===== src/rtl/frac_tod_pkg.sv =====
package frac_tod_pkg;

   // Register selected by the decoder; the index times the stride is the offset.
   typedef enum logic [2:0] {
      REG_CTRL  = 3'd0,
      REG_INCR  = 3'd1,
      REG_FRAC  = 3'd2,
      REG_WHOLE = 3'd3,
      REG_NONE  = 3'd4
   } tod_reg_e;

   localparam int unsigned NUM_REGS   = 4;
   localparam int unsigned REG_STRIDE = 8;

endpackage


===== src/rtl/frac_tod_decode.sv =====
module frac_tod_decode
   import frac_tod_pkg::*;
#(
   parameter int unsigned           ADDR_W    = 12,
   parameter logic [ADDR_W-1:0]     BASE_ADDR = '0
) (
   input  logic [ADDR_W-1:0] addr_i,
   output tod_reg_e          sel_o
);

   logic [NUM_REGS-1:0] hit;

   for (genvar k = 0; k < NUM_REGS; k++) begin : g_hit
      assign hit[k] = (addr_i == BASE_ADDR + ADDR_W'(k * REG_STRIDE));
   end

   always_comb begin
      sel_o = REG_NONE;
      for (int k = 0; k < NUM_REGS; k++) begin
         if (hit[k]) sel_o = tod_reg_e'(3'(k));
      end
   end

endmodule


===== src/rtl/frac_tod_accum.sv =====
module frac_tod_accum #(
   parameter int unsigned WHOLE_W   = 64,
   parameter int unsigned FRAC_W    = 32,
   parameter int unsigned INT_W     = 32,
   parameter bit          SPLIT_ADD = 1'b1
) (
   input  logic                      clk,
   input  logic                      rst_n,
   input  logic                      advance_i,
   input  logic [INT_W+FRAC_W-1:0]   incr_i,
   input  logic                      ld_frac_i,
   input  logic [FRAC_W-1:0]         ld_frac_val_i,
   input  logic                      ld_whole_i,
   input  logic [WHOLE_W-1:0]        ld_whole_val_i,
   output logic [WHOLE_W-1:0]        whole_o,
   output logic [FRAC_W-1:0]         frac_o
);

   localparam int unsigned INCR_W = INT_W + FRAC_W;
   localparam int unsigned ACC_W  = WHOLE_W + FRAC_W;

   if (INT_W > WHOLE_W) begin : g_bad_int
      $error("increment integer part wider than whole-nanosecond word");
   end

   logic [WHOLE_W-1:0] whole_q, whole_nx;
   logic [FRAC_W-1:0]  frac_q,  frac_nx;

   if (SPLIT_ADD) begin : g_split
      // Fraction adder first; its carry feeds the whole-word adder.
      logic [FRAC_W:0] fsum;
      assign fsum     = {1'b0, frac_q} + {1'b0, incr_i[FRAC_W-1:0]};
      assign frac_nx  = fsum[FRAC_W-1:0];
      assign whole_nx = whole_q + WHOLE_W'(incr_i[INCR_W-1:FRAC_W])
                        + WHOLE_W'(fsum[FRAC_W]);
   end else begin : g_wide
      logic [ACC_W-1:0] sum;
      assign sum                 = {whole_q, frac_q} + ACC_W'(incr_i);
      assign {whole_nx, frac_nx} = sum;
   end

   always_ff @(posedge clk or negedge rst_n) begin
      if (!rst_n) begin
         whole_q <= '0;
         frac_q  <= '0;
      end else if (ld_frac_i || ld_whole_i) begin
         if (ld_frac_i)  frac_q  <= ld_frac_val_i;
         if (ld_whole_i) whole_q <= ld_whole_val_i;
      end else if (advance_i) begin
         whole_q <= whole_nx;
         frac_q  <= frac_nx;
      end
   end

   assign whole_o = whole_q;
   assign frac_o  = frac_q;

endmodule


===== src/rtl/frac_tod_rdport.sv =====
module frac_tod_rdport
   import frac_tod_pkg::*;
#(
   parameter int unsigned REG_W   = 64,
   parameter int unsigned WHOLE_W = 64,
   parameter int unsigned FRAC_W  = 32,
   parameter int unsigned INCR_W  = 64
) (
   input  logic                clk,
   input  logic                rst_n,
   input  logic                rd_i,
   input  tod_reg_e            sel_i,
   input  logic                enable_i,
   input  logic [INCR_W-1:0]   incr_i,
   input  logic [FRAC_W-1:0]   frac_i,
   input  logic [WHOLE_W-1:0]  whole_i,
   output logic [REG_W-1:0]    rdata_o,
   output logic                rvalid_o
);

   logic [WHOLE_W-1:0] shadow_q;
   logic               shadow_vld_q;

   always_ff @(posedge clk or negedge rst_n) begin
      if (!rst_n) begin
         rdata_o      <= '0;
         rvalid_o     <= 1'b0;
         shadow_q     <= '0;
         shadow_vld_q <= 1'b0;
      end else begin
         rvalid_o <= rd_i;
         if (rd_i) begin
            case (sel_i)
               REG_CTRL:  rdata_o <= REG_W'(enable_i);
               REG_INCR:  rdata_o <= REG_W'(incr_i);
               REG_FRAC: begin
                  rdata_o      <= REG_W'(frac_i);
                  shadow_q     <= whole_i;
                  shadow_vld_q <= 1'b1;
               end
               REG_WHOLE: begin
                  rdata_o      <= shadow_vld_q ? REG_W'(shadow_q) : REG_W'(whole_i);
                  shadow_vld_q <= 1'b0;
               end
               default:   rdata_o <= '0;
            endcase
         end
      end
   end

endmodule


===== src/rtl/frac_tod_counter.sv =====
module frac_tod_counter
   import frac_tod_pkg::*;
#(
   parameter int unsigned       ADDR_W    = 12,
   parameter logic [ADDR_W-1:0] BASE_ADDR = 12'h100,
   parameter int unsigned       REG_W     = 64,
   parameter int unsigned       WHOLE_W   = 64,
   parameter int unsigned       FRAC_W    = 32,
   parameter int unsigned       INT_W     = 32,
   parameter longint unsigned   CORE_HZ   = 800_000_000,
   parameter bit                SPLIT_ADD = 1'b1
) (
   input  logic              clk,
   input  logic              rst_n,
   input  logic [ADDR_W-1:0] bus_addr,
   input  logic              bus_wr,
   input  logic [REG_W-1:0]  bus_wdata,
   input  logic              bus_rd,
   output logic [REG_W-1:0]  bus_rdata,
   output logic              bus_rvalid
);

   localparam int unsigned INCR_W = INT_W + FRAC_W;
   localparam logic [63:0] NOMINAL =
      (64'd1_000_000_000 << FRAC_W) / 64'(CORE_HZ);
   localparam logic [INCR_W-1:0] INCR_RESET = INCR_W'(NOMINAL);

   if (REG_W < INCR_W || REG_W < WHOLE_W || REG_W < FRAC_W) begin : g_bad_reg_w
      $error("register width too narrow for a field");
   end
   if (FRAC_W < 1 || FRAC_W > 32) begin : g_bad_frac_w
      $error("fraction width must be 1..32");
   end
   if (CORE_HZ == 0) begin : g_bad_hz
      $error("core clock rate must be non-zero");
   end
   if (BASE_ADDR[2:0] != 3'b000 || ADDR_W < 5) begin : g_bad_base
      $error("base address must be 8-byte aligned with room for four registers");
   end

   tod_reg_e           sel;
   logic               en_q;
   logic [INCR_W-1:0]  incr_q;
   logic               ld_frac, ld_whole;
   logic [WHOLE_W-1:0] whole;
   logic [FRAC_W-1:0]  frac;

   frac_tod_decode #(
      .ADDR_W   (ADDR_W),
      .BASE_ADDR(BASE_ADDR)
   ) u_decode (
      .addr_i(bus_addr),
      .sel_o (sel)
   );

   always_ff @(posedge clk or negedge rst_n) begin
      if (!rst_n) begin
         en_q   <= 1'b0;
         incr_q <= INCR_RESET;
      end else if (bus_wr) begin
         if (sel == REG_CTRL) en_q   <= bus_wdata[0];
         if (sel == REG_INCR) incr_q <= bus_wdata[INCR_W-1:0];
      end
   end

   assign ld_frac  = bus_wr && (sel == REG_FRAC);
   assign ld_whole = bus_wr && (sel == REG_WHOLE);

   frac_tod_accum #(
      .WHOLE_W  (WHOLE_W),
      .FRAC_W   (FRAC_W),
      .INT_W    (INT_W),
      .SPLIT_ADD(SPLIT_ADD)
   ) u_accum (
      .clk           (clk),
      .rst_n         (rst_n),
      .advance_i     (en_q),
      .incr_i        (incr_q),
      .ld_frac_i     (ld_frac),
      .ld_frac_val_i (bus_wdata[FRAC_W-1:0]),
      .ld_whole_i    (ld_whole),
      .ld_whole_val_i(bus_wdata[WHOLE_W-1:0]),
      .whole_o       (whole),
      .frac_o        (frac)
   );

   frac_tod_rdport #(
      .REG_W  (REG_W),
      .WHOLE_W(WHOLE_W),
      .FRAC_W (FRAC_W),
      .INCR_W (INCR_W)
   ) u_rdport (
      .clk     (clk),
      .rst_n   (rst_n),
      .rd_i    (bus_rd),
      .sel_i   (sel),
      .enable_i(en_q),
      .incr_i  (incr_q),
      .frac_i  (frac),
      .whole_i (whole),
      .rdata_o (bus_rdata),
      .rvalid_o(bus_rvalid)
   );

endmodule


===== config.mk =====
export PLATFORM = sky130hd
export DESIGN_NAME = frac_tod_counter
export DESIGN_NICKNAME = d
export VERILOG_FILES = /design/src/rtl/frac_tod_pkg.sv /design/src/rtl/frac_tod_decode.sv /design/src/rtl/frac_tod_accum.sv /design/src/rtl/frac_tod_rdport.sv /design/src/rtl/frac_tod_counter.sv
export SDC_FILE = /design/constraint.sdc
export NUM_CORES = 1
export LEC_CHECK = 0
export ABC_AREA = 1
export ABC_CLOCK_PERIOD_IN_PS = 10970
export BUFFER_PORTS_ARGS = -buffer_cell sky130_fd_sc_hd__buf_2
export CAP_MARGIN = 10
export CORE_MARGIN = 5
export CORE_UTILIZATION = 35
export CTS_CLUSTER_DIAMETER = 30
export DETAILED_ROUTE_END_ITERATION = 10
export PLACE_DENSITY = 0.48
export RECOVER_POWER = 25
export SYNTH_ARGS = -nofsm -noshare
export SYNTH_HDL_FRONTEND = slang
export SYNTH_SLANG_ARGS = --single-unit
export TNS_END_PERCENT = 10

===== constraint.sdc =====
create_clock -name clk -period 10.97 [get_ports clk]
set_clock_uncertainty 0.1 [all_clocks]
set_input_delay 0.5485 -clock clk [delete_from_list [all_inputs] [get_ports clk]]
set_output_delay 0.5485 -clock clk [all_outputs]
set_load 0.03 [all_outputs]

==> flow_summary.yaml, run 1 <==
cells_and_area:
  n_antenna_cell: 0
  instances_no_fill: 3843
  postLayoutCoreUtil_pct: 42.5
  fin_nets: 3216
  drive_above_1_share_pct: 9.46
  multi_input_area_um2: 10100
  area_growth_pct: 20.8
  final_area_um2: 23300
  seq_area_um2: 7280
  num-fill-cells: 5897
synthesis:
  synth-edff-count: 0
  netlist_area_um2: 19300
  yosys_most_used_dff: "dfrtp_1"
  synth_top_area_cell: "dfrtp_1"
  ys_types: 48
  netlist_instances: 2933
  synth_warnings: 0
  synth_area_leaders: "dfrtp_1, nand2_1, o21ai_0"
  synth_nets: 3079
  async_flop_share_pct: 100
  synth_top_area_share_pct: 37.4
  avgSynthCellArea_um2: 6.59
  ys_seq_area_share_pct: 37.7
  yosysMostFrequentCell: "nand2_1"
  ys_seq_elements: 291
  netlist_top_cells_count: "nand2_1, inv_1, o21ai_0, dfrtp_1, nor2_1"
power_and_ir_drop:
  ir_worst_vdd_mv: 0.0954
  power_density_nw_per_um2: 158
  cellLeakagePower_nw: 12.3
  finalPower_mw: 3.70
placement:
  portBuffers: 144
  dp_hpwl_mm: 55.1
  dpl_cell_area_um2: 20600
  place_ws_ps: 6090
  globalplace.congestion: 0.975
  placed_cells: 3685
clocking:
  clkSinkCount: 291
  root_buffer: "clkbuf_16"
  clk_latency_ps: 620
  htree_levels: 3
  clk_pin_slew_ps: 40
  post_cts_buffers: 0
  numCtsBuffers: 85
  cts_tree: "yes"
  clockBufferDepth: 3
  ctsResizeCount: 0
  hold_buffers: 1
global_route:
  grt_first_pass_wirelength_mm: 114
  grt_usage_pct: 24.4
  grt_max_degree: 129
  antenna_found_initial: 0
  grt_overflow: 0
  grt_pass1_vias: 19300
floorplan:
  die_w_um: 245
  fp.coreArea_um2: 54900
  fp.dieH_um: 245
  pin_count: 145
  dieArea_um2: 60000
  row_count: 86
  start_util_pct: 35.2
route:
  drt_pass1_iterations: 8
  wire_per_inst_um: 19.3
  routed_wl_mm: 74.1
  antenna_left: 0
  drc: 0
  first_iter_violations: 1445
  vias: 19500
  viasPerCell: 5.08
run_status:
  outcome: "finished, violations left"
  violations: "max-capacitance violations, max-slew violations"
sta:
  finalCritPeriodShare_pct: 60.1
  fmax_ghz: 0.152
  hold_ws_ps: 102
  finalHoldViolCount: 0
  fin_crit_ps: 6590
  worst_slew_pin_slew_ps: 5810
  rsz0062_at_grt: "false"
  slew_headroom_pct: -288
  drv_slew: 196
  setup_violations: 0
  tns_ps: 0
  fin_ws_ps: 4380
worst_hold_path:
  min_path_type: "input port to flip-flop"
  min_from: "bus_wdata[30]"
  hold-path-endpoint: "incr_q[30]"
  hold_depth: 3
worst_setup_path:
  worstReg2RegStart: "u_accum.frac_o[26]"
  worst-r2r-setup-slack_ps: 6480
  critPathSlowestCell: "clkbuf_1"
  path_depth: 4
  cpMostUsedCell: "buf_4"
  worst-r2r-cell-count: 22
  crit_type: "input port to async pin"
  worstSetupEndpointType: "async pin"
  critPathRequiredTime_ps: 11520
  worstPathCellList: "dlygate4sd3_1, clkbuf_1, buf_4, buf_4"
  cp.buffers_inverters: 4
  crit_path_max_incr_delay_ps: 3980
  path_delay_family: "buffers and inverters"
  path_max_fanout: 101
  startpoint_type: "input port"
  arrival_ps: 7140
  rr_endpoint: "u_accum.whole_o[60]"
job:
  drv_cap: 3
[report_power, final]
| part | internal, mW | switching [mW] |
|---|---|---|
| registers | 1.10 | 0.0199 |
| logic | 0.0760 | 0.171 |
| clock network | 1.60 | 0.731 |
| total | 2.77 | 0.922 |
[layer usage]
metal / routed length (um) / share of wire, % / up-vias / GRT usage [%]
met5: 0 / 0 / - / 0
met4: 1930 / 2.6 / 0 / 6.88
met3: 3260 / 4.4 / 123 / 3.92
met2: 35500 / 48 / 453 / 41.3
met1: 33500 / 45 / 9246 / 32.7
li1: - / - / 9682 / -
[state kept, by name, summed over array words and instances (netlist names)]
name / count
u_rdport.rvalid_o: 1
u_accum.whole_o: 64
u_rdport.shadow_q: 64
u_accum.frac_o: 32
incr_q: 64
u_rdport.rdata_o: 64
u_rdport.shadow_vld_q: 1
en_q: 1
[logic make-up after synthesis]
family | after synthesis | synth area share, %
and+or+nand+nor | 1497 | 31.5
AOI/OAI and AO/OA | 561 | 15.3
muxes | 1 | 0.0582
buffers and inverters | 495 | 10.1
DFF | 291 | 37.7
xor gates and xnor gates | 22 | 0.997
adders and majority gates | 66 | 4.39
[cell usage in the layout, fill, tap and decap left out, drive strengths merged, types with 63 or more instances in the layout]
master | synthesis | routed
nand2 | 1006 | 1006
inv | 381 | 383
o21ai | 338 | 338
dfrtp | 289 | 289
nor2 | 232 | 232
nand3 | 190 | 190
clkbuf | 70 | 160
a21oi | 146 | 146
buf | 43 | 128
ha | 63 | 63
[worst max-delay path by stage]
stage                       start               endpoint  slack (ps)
2_1_floorplan           incr_q[8]    u_accum.whole_o[32]        7520
3_3_place_gp          bus_addr[7]    u_accum.whole_o[37]        6090
3_5_place_dp          bus_addr[7]    u_accum.whole_o[37]        6090
4_1_cts        u_accum.frac_o[26]    u_accum.whole_o[60]        6500
5_1_grt                     rst_n  u_rdport.shadow_q[49]        3140
6_report                    rst_n  u_rdport.shadow_q[49]        4380
[worst reg2reg max path, cell delays in order (launching register included)]
cell and delay [ps]:
dfrtp_1 400, ha_1 400, nand2_1 140, nor3_1 380
nand2_1 140, nor2_1 120, nand2_1 80, nand2_1 100
a31oi_1 210, fa_1 500, fa_1 420, nor2_1 180
nand2_1 70, nand3_1 150, nand3_1 90, nand2_1 150
nand2_1 70, nand2_1 250, nand2_1 120, nand3_1 90
nand3_1 80, nand2_1 90, nand2_1 50
[layout make-up]
cell class / count / share of cell area [%]
tap: 704 / 3.77
clock inverter: 30 / 1.27
multi-input combinational: 2147 / 43.4
sequential: 291 / 31.2
timing repair buffer: 163 / 3.59
inverter: 382 / 6.16
clock buffer: 126 / 10.6
No activity file was read; power rests on OpenSTA's default activity.
==> run 2: changes to the inputs <==
ABC_CLOCK_PERIOD_IN_PS = 6300   (was 10970)
clock period = 6.3 ns   (was 10.97 ns; I/O delays follow)
==> run 2 against run 1 <==
  * The run still ends with max-capacitance violations, max-slew violations left
  * Setup slack got worse by 2800 ps
  * Largest cell class unchanged
  * Critical path depth decreased by 1
  * Design area increased by 3.4%
  * Highest routed layer unchanged
  * Power increased by 83%
  * Die area unchanged
  * Non-clock buffer count increased by 64
  * Global-route usage increased by 0.20 points
  * Via count increased by 1.5%
  * Clock power increased by 88%
  * Critical endpoint is now u_accum.whole_o[52]
  * Combinational power increased by 87%
==> flow_summary.yaml, run 2 (synthesis results as in run 1) <==
cells_and_area:
  layout_commonest_cell: "nand2_1"
  n_antenna_cell: 0
  num-fill-cells: 5776
  fin_nets: 3282
  final_area_um2: 24100
  drive_above_1_share_pct: 8.64
  postLayoutCoreUtil_pct: 44.0
  mostFrequentLayoutCells: "nand2_1, inv_1, o21ai_0"
  area_growth_pct: 24.9
route:
  wire_per_inst_um: 19.2
  vias: 19800
  antenna_left: 0
  routed_wl_mm: 74.9
  drt_pass1_iterations: 5
  drc: 0
  first_iter_violations: 1290
  viasPerCell: 5.06
global_route:
  grt_overflow: 0
  antenna_found_initial: 0
  grt_first_pass_wirelength_mm: 114
  grt_pass1_vias: 19500
  gr-usage-met1_pct: 32.9
  grt_use_met3_pct: 3.30
  grt_usage_pct: 24.7
  top_usage_layer: "met2"
  gr-usage-met2_pct: 41.1
  grt_max_degree: 147
clocking:
  cts_tree: "yes"
  htree_levels: 3
  clk_pin_slew_ps: 40
  clockBufferDepth: 3
  ctsResizeCount: 0
  numCtsBuffers: 87
  root_buffer: "clkbuf_16"
  clkSinkCount: 291
  clk_latency_ps: 610
  post_cts_buffers: 0
worst_setup_path:
  crit_type: "input port to async pin"
  critPathRequiredTime_ps: 6000
  worstSetupEndpointType: "async pin"
  arrival_ps: 4400
  path_max_fanout: 146
  crit_path_max_incr_delay_ps: 2670
  worstReg2RegStart: "u_accum.frac_o[0]"
  worst-r2r-setup-slack_ps: 1890
  worst-r2r-cell-count: 25
  startpoint_type: "input port"
  critPathSlowestCell: "clkbuf_2"
  rr_endpoint: "u_accum.whole_o[60]"
  worstPathCellList: "dlygate4sd3_1, buf_8, clkbuf_2"
sta:
  fin_crit_ps: 4700
  slew_headroom_pct: -158
  finalHoldViolCount: 0
  fmax_ghz: 0.213
  drv_slew: 217
  worst_slew_pin_slew_ps: 3870
  finalCritPeriodShare_pct: 74.5
  rsz0062_at_grt: "false"
  tns_ps: 0
  setup_violations: 0
worst_hold_path:
  hold-path-endpoint: "u_rdport.shadow_vld_q"
  min_from: "bus_addr[3]"
  hold_depth: 4
  min_path_type: "input port to flip-flop"
run_status:
  outcome: "finished, violations left"
  violations: "max-capacitance violations, max-slew violations"
floorplan:
  row_count: 86
  die_w_um: 245
  fp.coreArea_um2: 54900
  dieArea_um2: 60000
  start_util_pct: 35.2
  fp.dieH_um: 245
  pin_count: 145
power_and_ir_drop:
  power_density_nw_per_um2: 281
  ir_worst_vdd_mv: 0.176
  cellLeakagePower_nw: 12.6
placement:
  dpl_cell_area_um2: 20600
  globalplace.congestion: 0.954
  portBuffers: 144
  dp_hpwl_mm: 55.9
job:
  drv_cap: 3
==> run 2: cell count changes in the layout (fill, tap and decap cells not counted), moves of 2 or more <==
cell / delta
dlygate4sd3_1: +64
buf_2: -34
clkbuf_1: +23
bufinv_16: +6
clkinv_2: +5
clkbuf_16: +3
clkinv_4: -3
clkinvlp_4: +2
inv_6: +2
==> run 2: timing repair <==
item                       4_1_cts  5_1_grt
setup endpoints to repair        0        0
hold endpoints to repair       185        0
hold buffers                    65        0
==> run 2: per-stage QoR <==
step | hold slack (ps) | worst slack (ps) | power [mW] | cells
after global placement | 287 | 1840 | 2.41 | 3686
after CTS | 56.2 | 1770 | 6.85 | 3910
after detailed placement | 292 | 1790 | 2.41 | 3686
after floorplan | -80.6 | 2850 | 2.22 | 2933
after global routing | 103 | 715 | 7.02 | 3910
final | 108 | 1600 | 6.78 | 3910
==> run 2: worst max path at each step <==
| stage | endpoint | start | cells past startpoint |
|---|---|---|---|
| after floorplan | u_accum.whole_o[32] | incr_q[8] | 24 |
| after global placement | u_accum.whole_o[43] | incr_q[0] | 27 |
| after detailed placement | u_accum.whole_o[56] | incr_q[0] | 26 |
| after CTS | u_accum.whole_o[56] | incr_q[0] | 26 |
| after global routing | u_rdport.shadow_q[37] | rst_n | 3 |
| final | u_accum.whole_o[52] | rst_n | 3 |
==> run 2: where the power goes <==
| group | switching, mW | internal (mW) |
|---|---|---|
| clock network | 1.29 | 3.08 |
| registers | 0.0346 | 1.91 |
| logic | 0.305 | 0.157 |
==> run 2: critical path, delay by kind of cell <==
| family | cells | cell delay (ps) |
|---|---|---|
| buf+inv | 3 | 3760 |
==> run 2: area by class of cell <==
| cell class | count | area [um^2] | share of cell area (%) |
|---|---|---|---|
| Inverter | 382 | 1440 | 5.95 |
| Sequential cell | 291 | 7280 | 30.2 |
| Multi-Input combinational cell | 2147 | 10100 | 42.0 |
| Timing Repair Buffer | 227 | 1430 | 5.92 |
| Clock buffer | 119 | 2510 | 10.4 |
| Tap cell | 704 | 881 | 3.65 |
| Clock inverter | 40 | 472 | 1.95 |
==> run 2: routing by layer <==
layer	vias up	part of all wire, %
li1	9817	-
met1	9343	45
met2	510	47
met3	128	4.4
met4	0	3.5
met5	-	0
